### src/rtl/vid_err_pkg.sv
package vid_err_pkg;
  localparam int ERR_CLASSES = 7;

  typedef enum int unsigned {
    ERR_LOCK     = 0,
    ERR_ANC_CSUM = 1,
    ERR_SAV      = 2,
    ERR_EAV      = 3,
    ERR_AP_CRC   = 4,
    ERR_FF_CRC   = 5,
    ERR_REMAP    = 6
  } err_class_e;
endpackage

### src/rtl/err_capture_bank.sv
module err_capture_bank #(
  parameter int N = vid_err_pkg::ERR_CLASSES
) (
  input  logic         clk,
  input  logic         rst_n,
  input  logic [N-1:0] evt,
  input  logic         clr,
  output logic [N-1:0] flags_q,
  output logic [N-1:0] flags_d
);
  for (genvar i = 0; i < N; i++) begin : g_bit
    // an event that coincides with a clear wins
    always_comb flags_d[i] = evt[i] | (flags_q[i] & ~clr);

    always_ff @(posedge clk or negedge rst_n) begin
      if (!rst_n) flags_q[i] <= 1'b0;
      else        flags_q[i] <= flags_d[i];
    end

    p_capture_r1: assert property (@(posedge clk) disable iff (!rst_n)
      evt[i] |=> flags_q[i]);
    p_sticky_r2: assert property (@(posedge clk) disable iff (!rst_n)
      (flags_q[i] && !clr) |=> flags_q[i]);
    p_clear_r3: assert property (@(posedge clk) disable iff (!rst_n)
      (clr && !evt[i]) |=> !flags_q[i]);
  end
endmodule

### src/rtl/err_mask_reg.sv
module err_mask_reg #(
  parameter int N = vid_err_pkg::ERR_CLASSES
) (
  input  logic         clk,
  input  logic         rst_n,
  input  logic         we,
  input  logic [N-1:0] wdata,
  output logic [N-1:0] mask_q,
  output logic [N-1:0] mask_d
);
  localparam logic [N-1:0] MONITOR_ALL = '1;

  always_comb mask_d = we ? wdata : mask_q;

  always_ff @(posedge clk or negedge rst_n) begin
    if (!rst_n) mask_q <= MONITOR_ALL;
    else        mask_q <= mask_d;
  end

  // a written mask is held until the next write
  p_mask_hold_r7: assert property (@(posedge clk) disable iff (!rst_n)
    !we |=> $stable(mask_q));
endmodule

### src/rtl/err_flag_combiner.sv
module err_flag_combiner #(
  parameter int N = vid_err_pkg::ERR_CLASSES
) (
  input  logic         clk,
  input  logic         rst_n,
  input  logic [N-1:0] flags_d,
  input  logic [N-1:0] mask_d,
  input  logic [N-1:0] flags_q,
  input  logic [N-1:0] mask_q,
  output logic         err_n
);
  logic err_n_q;

  // no reset term, so the flag keeps its value while reset is held
  always_ff @(posedge clk) begin
    if (rst_n) err_n_q <= ~|(flags_d & mask_d);
  end

  assign err_n = err_n_q;

  p_combined_r6: assert property (@(posedge clk) disable iff (!rst_n)
    $past(rst_n) |-> (err_n == ~|(flags_q & mask_q)));
endmodule

### src/rtl/vid_err_status.sv
module vid_err_status #(
  parameter int N = vid_err_pkg::ERR_CLASSES
) (
  input  logic         clk,
  input  logic         rst_n,
  input  logic [N-1:0] err_evt,
  input  logic         frame_start,
  input  logic         status_rd,
  input  logic         mask_we,
  input  logic [N-1:0] mask_wdata,
  output logic [N-1:0] status,
  output logic         err_n
);
  logic         clr;
  logic [N-1:0] flags_q, flags_d, mask_q, mask_d;

  // either boundary or host read clears at this edge
  assign clr = frame_start | status_rd;

  err_capture_bank #(.N(N)) u_bank (
    .clk(clk), .rst_n(rst_n), .evt(err_evt), .clr(clr),
    .flags_q(flags_q), .flags_d(flags_d)
  );

  err_mask_reg #(.N(N)) u_mask (
    .clk(clk), .rst_n(rst_n), .we(mask_we), .wdata(mask_wdata),
    .mask_q(mask_q), .mask_d(mask_d)
  );

  err_flag_combiner #(.N(N)) u_comb (
    .clk(clk), .rst_n(rst_n), .flags_d(flags_d), .mask_d(mask_d),
    .flags_q(flags_q), .mask_q(mask_q), .err_n(err_n)
  );

  assign status = flags_q;
endmodule

### config.mk
export PLATFORM = sky130hd
export DESIGN_NAME = vid_err_status
export DESIGN_NICKNAME = d
export VERILOG_FILES = /design/src/rtl/vid_err_pkg.sv /design/src/rtl/err_capture_bank.sv /design/src/rtl/err_mask_reg.sv /design/src/rtl/err_flag_combiner.sv /design/src/rtl/vid_err_status.sv
export SDC_FILE = /design/constraint.sdc
export NUM_CORES = 1
export LEC_CHECK = 0
export BUFFER_PORTS_ARGS = -buffer_cell sky130_fd_sc_hd__buf_2
export CAP_MARGIN = 20
export CORE_MARGIN = 2
export CORE_UTILIZATION = 38
export DETAILED_ROUTE_END_ITERATION = 8
export PLACE_DENSITY_LB_ADDON = 0.25
export SLEW_MARGIN = 30
export SYNTH_ARGS = -nofsm -noshare
export SYNTH_HDL_FRONTEND = slang
export SYNTH_SLANG_ARGS = --single-unit
### constraint.sdc
create_clock -name clk -period 1.4 [get_ports clk]
set_clock_uncertainty 0.15 [all_clocks]
set_input_delay 0.14 -clock clk [delete_from_list [all_inputs] [get_ports clk]]
set_output_delay 0.14 -clock clk [all_outputs]
set_load 0.02 [all_outputs]
==> reports/summary.md, run 1 <==
## Layout
* **Layout Nets** 98
* **total of fill cells in the finished design** 123
* **number of diodes added for antenna fixing** 0
* **fraction of final layout cells with drive strength greater than 1** 62.8%
* **final cell area excluding filler cells** 885 sq um
* **area growth from synthesis to layout** 54.0%

## Floorplanning
* **Die ar.** 1840 sq um
* **Vert. Die Dim** 42.9 microns
* **effective utilization at floorplan** 39.5%
* **Placement Rows** 14
* **IO Pins** 27
* **Core Footprint** 1450 sq um
* **horizontal die dimension** 42.9 microns

## Worst setup path
* **critical path type** register to register
* **Arr. time, crit path** 1.38 ns
* **number of cells on the worst reg-to-reg path** 3
* **data required time at the worst endpoint** 1.41 ns
* **slowest stage delay, CP** 0.37 ns
* **startpoint type of the worst setup path** register
* **maximum fanout encountered on the critical timing path** 2
* **worst setup path startpoint** u_mask.mask_q[2]
* **Setup crit end kind** register
* **ordered cell list for the critical path** mux2_4 -> a222oi_1 -> and3_1
* **Slowest-stage cell, CP** sky130_fd_sc_hd__dfstp_2
* **Worst R2R Start** u_mask.mask_q[2]

## Power
* **worst IR drop on VDD** 0.667 mV
* **Pwr Density** 1030 nW/um^2
* **Static Leakage** 0.454 nW

## Logic synthesis
* **top-area cell type share of the netlist area** 32.0%
* **number of storage elements in the synthesis netlist** 15
* **sequential area share after synthesis** 67.8%
* **count of mapped cells out of synthesis** 35
* **total of warnings raised by yosys** 0
* **synthesized area divided by synthesized cell count** 16.4 sq um
* **library cell with the largest summed area after synthesis** sky130_fd_sc_hd__dfstp_2
* **net count after synthesis** 54
* **Area contributors post-synth** sky130_fd_sc_hd__dfstp_2 32%, sky130_fd_sc_hd__dfrtp_1 31%, sky130_fd_sc_hd__mux2_2 9.8%
* **unique cell type count in the Yosys netlist** 11
* **post-synthesis instance area** 574 sq um

## Timing
* **clock period minus worst slack** 1.37 ns
* **maximum achievable frequency** 0.729 GHz
* **final critical-path share of the clock period** 98.0%
* **summed negative setup slack over all endpoints** 0 ns
* **max-slew headroom at the worst pin** 84.6%
* **final worst hold slack** -0.0519 ns
* **Setup Viol. Count Final** 0
* **max-slew violations** 0
* **worst slew pin tran** 0.231 ns
* **RSZ-0062 raised after global routing** true
* **Fin. Hold Viols** 5

## Clock tree
* **Clock transition at path regs** 0.08 ns
* **CTS Root Cell** sky130_fd_sc_hd__clkbuf_4
* **TritonCTS sink count** 15
* **total number of H-tree levels** 1
* **clock network latency to the later pin of the worst-skew pair** 0.28 ns
* **TritonCTS clock tree** built
* **buffers from clock root to sink, at most** 2
* **total of hold buffers inserted after clock tree synthesis** 10
* **TritonCTS Buffers** 3

## Status
* **result of the run** finished with violations
* **violated checks** negative hold slack

## Global route
* **wire length of the first global-routing pass** 2190 microns
* **pin count of the biggest net entering global routing** 15
* **overall fraction of global-route tracks in use** 16.8%
* **vias in the first global route** 504
* **final global-route overflow total** 0
* **number of antenna violations at the first check in global routing** 0

## Placed design
* **Placer Congestion** 0.690
* **area of placed instances** 736 sq um
* **final HPWL from detailed placement** 851 microns
* **port bufs** 26

## Min path
* **Cells on Worst Hold Path** 2
* **worst hold-check path type** input port to register
* **Hold Startpoint** mask_wdata[2]

## Detailed routing
* **remaining number of nets flagged by the antenna check after routing** 0
* **number of vias per cell** 4.79
* **Routed WL** 1290 microns
* **violation count after the first detailed-routing iteration** 3
* **routed via count** 450
* **WL per Instance** 13.7 microns
* **final routed DRC violation total** 0
* **first drt pass iteration count** 4

## Job
* **maxcap violations** 0

==> Yosys cell counts <==
master / instances
sky130_fd_sc_hd__mux2_4: 2
sky130_fd_sc_hd__a22oi_1: 2
sky130_fd_sc_hd__nor2_1: 1
sky130_fd_sc_hd__and3_1: 1
sky130_fd_sc_hd__mux2_2: 5
sky130_fd_sc_hd__buf_6: 1
sky130_fd_sc_hd__dfrtp_1: 7
sky130_fd_sc_hd__edfxtp_1: 1
sky130_fd_sc_hd__a21o_1: 7
sky130_fd_sc_hd__a222oi_1: 1
sky130_fd_sc_hd__dfstp_2: 7
==> kinds of logic (layout without fill, tap and decap cells) <==
kind of cell	after synthesis	in the layout	share of synthesized area (%)
and+or+nand+nor	2	2	1.74
DFF	15	15	67.8
AOI/OAI and AO/OA	10	10	13.5
buffers and inverters	1	44	1.96
muxes	7	7	15.0
==> cell type report <==
class | count | area [sq um] | share of cell area (%)
well taps | 16 | 20.0 | 2.26
clock buffers | 4 | 26.3 | 2.97
flip-flops and latches | 15 | 389 | 44.0
repair buffers | 40 | 265 | 30.0
multi-input cells | 19 | 184 | 20.8
==> report_power, final <==
group          switching [mW]  internal (mW)  total (mW)  leakage (nW)
clock network           0.130          0.111       0.241        0.0150
logic                  0.0787         0.0963       0.175         0.276
registers              0.0111          0.488       0.499         0.163
==> sequential cells by signal (all words and copies together), names as in the netlist <==
name	cells
u_mask.mask_q	7
u_bank.flags_q	7
u_comb.err_n	1
==> final timing paths <==
path	to	slack [ns]
setup / recovery	u_comb.err_n	0.03
max in group asynchronous	u_mask.mask_q[1]	0.67
min in group asynchronous	u_bank.flags_q[5]	0.19
hold / removal	u_mask.mask_q[2]	-0.05
setup reg to reg	u_comb.err_n	0.03
hold reg to reg	u_bank.flags_q[3]	0.37
==> timing repair <==
action | in CTS | in global routing
setup buffers | 0 | 1
pin swaps | 2 | 2
endpoints found under the setup margin | 1 | 2
hold endpoints to repair | 29 | 5
resized for setup | 0 | 4
==> metrics by stage <==
| step | total power, mW | instances | worst slack [ns] | hold slack [ns] | utilization [%] |
|---|---|---|---|---|---|
| 4_1_cts | 0.916 | 93 | 0.00983 | -0.0581 | 59.3 |
| 5_1_grt | 0.964 | 94 | -0.00974 | -0.0585 | 60.8 |
| 2_1_floorplan | 0.587 | 35 | 0.0566 | -0.306 | - |
| 6_report | 0.915 | 94 | 0.0280 | -0.0519 | 60.8 |
| 3_5_place_dp | 0.650 | 79 | -0.0300 | -0.0417 | 50.6 |
| 3_3_place_gp | 0.648 | 79 | -0.0139 | -0.0409 | 50.6 |
==> worst max-delay path: cells and delay by family (launching register included) <==
family           cells  cell delay [ns]
AND/OR/NAND/NOR      1             0.19
AO/OA/AOI/OAI        1             0.28
flip-flops           1             0.37
multiplexers         1             0.27
==> cell usage in the layout, fill, tap and decap left out, types with 2 or more instances in the layout <==
master	instances
sky130_fd_sc_hd__a21o_1	7
sky130_fd_sc_hd__a22oi_2	2
sky130_fd_sc_hd__buf_2	26
sky130_fd_sc_hd__buf_4	4
sky130_fd_sc_hd__clkbuf_4	3
sky130_fd_sc_hd__dfrtp_1	7
sky130_fd_sc_hd__dfstp_2	7
sky130_fd_sc_hd__dlygate4sd3_1	8
sky130_fd_sc_hd__dlymetal6s4s_1	2
sky130_fd_sc_hd__mux2_2	5
sky130_fd_sc_hd__mux2_4	2
==> metal layers <==
layer	share of wire, %	track usage, %
met5	0	0
met2	49	25.8
met1	43	20.8
met3	5.8	3.83
met4	2.5	11.3
(Power assumes the default switching activity.)
==> run 2, diff against run 1 <==
Settings changed: CTS_BUF_LIST from default to sky130_fd_sc_hd__clkbuf_16.
==> run 2 against run 1 <==
The run now ends clean. Via count is 2.9% lower. Global-route usage decreased by 0.48 points. Hold slack improved by 0.053 ns. Register-to-register slack about the same. Clock-buffer cell count shrank 1. Clock power grew 120%. Die area unchanged. Power increased by 31%. Largest cell class unchanged.
==> reports/summary.md, run 2 (synthesis results as in run 1) <==
## Status
* **result of the run** completed, was finished with violations

## Detailed routing
* **final routed DRC violation total** 0, unchanged
* **routed via count** 437, was 450
* **remaining number of nets flagged by the antenna check after routing** 0, unchanged
* **violation count after the first detailed-routing iteration** 2, was 3
* **number of vias per cell** 4.80, was 4.79
* **Routed WL** 1290 microns, about the same
* **first drt pass iteration count** 4, unchanged
* **WL per Instance** 14.2 microns, was 13.7 microns

## Clock tree
* **TritonCTS clock tree** built, unchanged
* **TritonCTS sink count** 15, unchanged
* **TritonCTS Buffers** 3, unchanged
* **buffers from clock root to sink, at most** 2, unchanged
* **CTS Root Cell** sky130_fd_sc_hd__clkbuf_16, was sky130_fd_sc_hd__clkbuf_4
* **Clock transition at path regs** 0.05 ns, was 0.08 ns
* **clock network latency to the later pin of the worst-skew pair** 0.24 ns, was 0.28 ns
* **total of hold buffers inserted after clock tree synthesis** 8, was 10
* **total number of H-tree levels** 1, unchanged

## Timing
* **final worst hold slack** 0.00102 ns, was -0.0519 ns
* **worst slew pin tran** 0.231 ns, about the same
* **Setup Viol. Count Final** 0, unchanged
* **final critical-path share of the clock period** 98.8%, was 98.0%
* **max-slew headroom at the worst pin** 84.6%, about the same
* **max-slew violations** 0, unchanged
* **maximum achievable frequency** 0.723 GHz, was 0.729 GHz
* **clock period minus worst slack** 1.38 ns, was 1.37 ns
* **Fin. Hold Viols** 0, was 5
* **setup slack after layout** 0.0162 ns, was 0.0280 ns
* **RSZ-0062 raised after global routing** true, unchanged

## Global route
* **final global-route overflow total** 0, unchanged
* **number of antenna violations at the first check in global routing** 0, unchanged
* **vias in the first global route** 473, was 504
* **pin count of the biggest net entering global routing** 15, unchanged
* **overall fraction of global-route tracks in use** 16.3%, was 16.8%
* **wire length of the first global-routing pass** 2150 microns, was 2190 microns

## Layout
* **fraction of final layout cells with drive strength greater than 1** 62.7%, was 62.8%
* **leading cell types in the layout, fill and taps excluded** 25 x sky130_fd_sc_hd__buf_2, 7 x sky130_fd_sc_hd__a21o_1, 7 x sky130_fd_sc_hd__dlygate4sd3_1, 7 x sky130_fd_sc_hd__dfrtp_1, 7 x sky130_fd_sc_hd__dfstp_2, was 26 x sky130_fd_sc_hd__buf_2, 8 x sky130_fd_sc_hd__dlygate4sd3_1, 7 x sky130_fd_sc_hd__a21o_1, 7 x sky130_fd_sc_hd__dfrtp_1, 7 x sky130_fd_sc_hd__dfstp_2
* **number of diodes added for antenna fixing** 0, unchanged
* **Layout Nets** 95, was 98
* **final core area utilization** 62.2%, was 60.8%
* **most frequent standard cell in the layout excluding fill and tap cells** sky130_fd_sc_hd__buf_2, unchanged
* **area growth from synthesis to layout** 57.5%, was 54.0%

## Power
* **part of the power in registers** 41.7%, was 54.5%
* **total net switching power** 0.244 mW, was 0.220 mW
* **worst IR drop on VDD** 0.865 mV, was 0.667 mV
* **Cell Int Power** 0.958 mW, was 0.695 mW
* **Sw Ratio** 20.3%, was 24.0%
* **logic gate share of total power** 14.0%, was 19.1%
* **Clk network pwr share** 44.2%, was 26.3%
* **Static Leakage** 0.460 nW, was 0.454 nW
* **Pwr Density** 1330 nW/um^2, was 1030 nW/um^2
* **total chip power** 1.20 mW, was 0.915 mW

## Floorplanning
* **effective utilization at floorplan** 39.5%, unchanged
* **Core Footprint** 1450 sq um, unchanged
* **horizontal die dimension** 42.9 microns, unchanged
* **Vert. Die Dim** 42.9 microns, unchanged
* **Die ar.** 1840 sq um, unchanged
* **IO Pins** 27, unchanged
* **Placement Rows** 14, unchanged

## Worst setup path
* **Slowest-stage cell, CP** sky130_fd_sc_hd__dfstp_2, unchanged
* **Arr. time, crit path** 1.34 ns, was 1.38 ns
* **Setup crit end kind** register, unchanged
* **slowest stage delay, CP** 0.35 ns, was 0.37 ns
* **data required time at the worst endpoint** 1.36 ns, was 1.41 ns
* **critical path type** register to register, unchanged
* **ordered cell list for the critical path** mux2_4 -> a222oi_1 -> and3_1, unchanged
* **maximum fanout encountered on the critical timing path** 2, unchanged
* **startpoint type of the worst setup path** register, unchanged

## Placed design
* **port bufs** 26, unchanged
* **final HPWL from detailed placement** 851 microns, unchanged
* **Placer Congestion** 0.690, unchanged
* **Post-Place Worst Slack** -0.0300 ns, unchanged

## Min path
* **worst hold-check path type** input port to register, unchanged

## Job
* **maxcap violations** 0, unchanged

[run 2: cell count changes in the layout (fill, tap and decap cells not counted)]
cell,change
sky130_fd_sc_hd__a22oi_2,-1
sky130_fd_sc_hd__inv_1,+1
sky130_fd_sc_hd__buf_2,-1
sky130_fd_sc_hd__clkbuf_1,-1
sky130_fd_sc_hd__clkbuf_4,-3
sky130_fd_sc_hd__clkbuf_16,+3
sky130_fd_sc_hd__dlymetal6s4s_1,-1
sky130_fd_sc_hd__dlygate4sd3_1,-1
sky130_fd_sc_hd__a22oi_1,+1
[run 2: metrics by stage]
step	instance area, sq um	TNS [ns]	instances
6_report	905	0	91
5_1_grt	905	-0.0311	91
4_1_cts	895	0	91
3_5_place_dp	736	-0.0300	79
3_3_place_gp	736	-0.0139	79
2_1_floorplan	574	0	35
[run 2: final cells by class]
class,count,area (sq um)
Sequential cell,15,389
Clock inverter,1,3.75
Multi-Input combinational cell,19,179
Clock buffer,3,75.1
Fill cell,117,549
Timing Repair Buffer,37,238
Tap cell,16,20.0
[run 2: timing repair]
item | in CTS | in global routing
setup buffers | 0 | 1
setup endpoints to repair | 0 | 2
resized for setup | 0 | 2
hold endpoints to repair | 23 | 1
[run 2: routing by layer]
metal  routed length (microns)  global-route usage [%]
met4                         0                    7.50
met3                        63                    3.83
met2                       662                    26.4
met1                       567                    20.4
met5                         0                       0
[run 2: worst paths after layout]
path,start,end,slack [ns],depth (start not counted)
max,u_mask.mask_q[2],u_comb.err_n,0.02,3
min,mask_wdata[6],u_mask.mask_q[6],0.001,2
max reg2reg,u_mask.mask_q[2],u_comb.err_n,0.02,3
min reg2reg,u_bank.flags_q[3],u_bank.flags_q[3],0.35,1
max in group asynchronous,rst_n,u_mask.mask_q[1],0.62,3
min in group asynchronous,rst_n,u_bank.flags_q[6],0.24,3
[run 2: critical path, delay by kind of cell (launching register included)]
kind / cells / cell delay (ns)
AO/OA/AOI/OAI: 1 / 0.30
AND/OR/NAND/NOR: 1 / 0.19
multiplexers: 1 / 0.26
flip-flops: 1 / 0.35
[run 2: power by group through the flow]
stage | clock network (mW) | logic, mW | registers [mW]
3_5_place_dp | 0 | 0.144 | 0.507
2_1_floorplan | 0 | 0.0600 | 0.527
5_1_grt | 0.566 | 0.183 | 0.506
3_3_place_gp | 0 | 0.142 | 0.506
4_1_cts | 0.543 | 0.164 | 0.501
6_report | 0.531 | 0.169 | 0.502
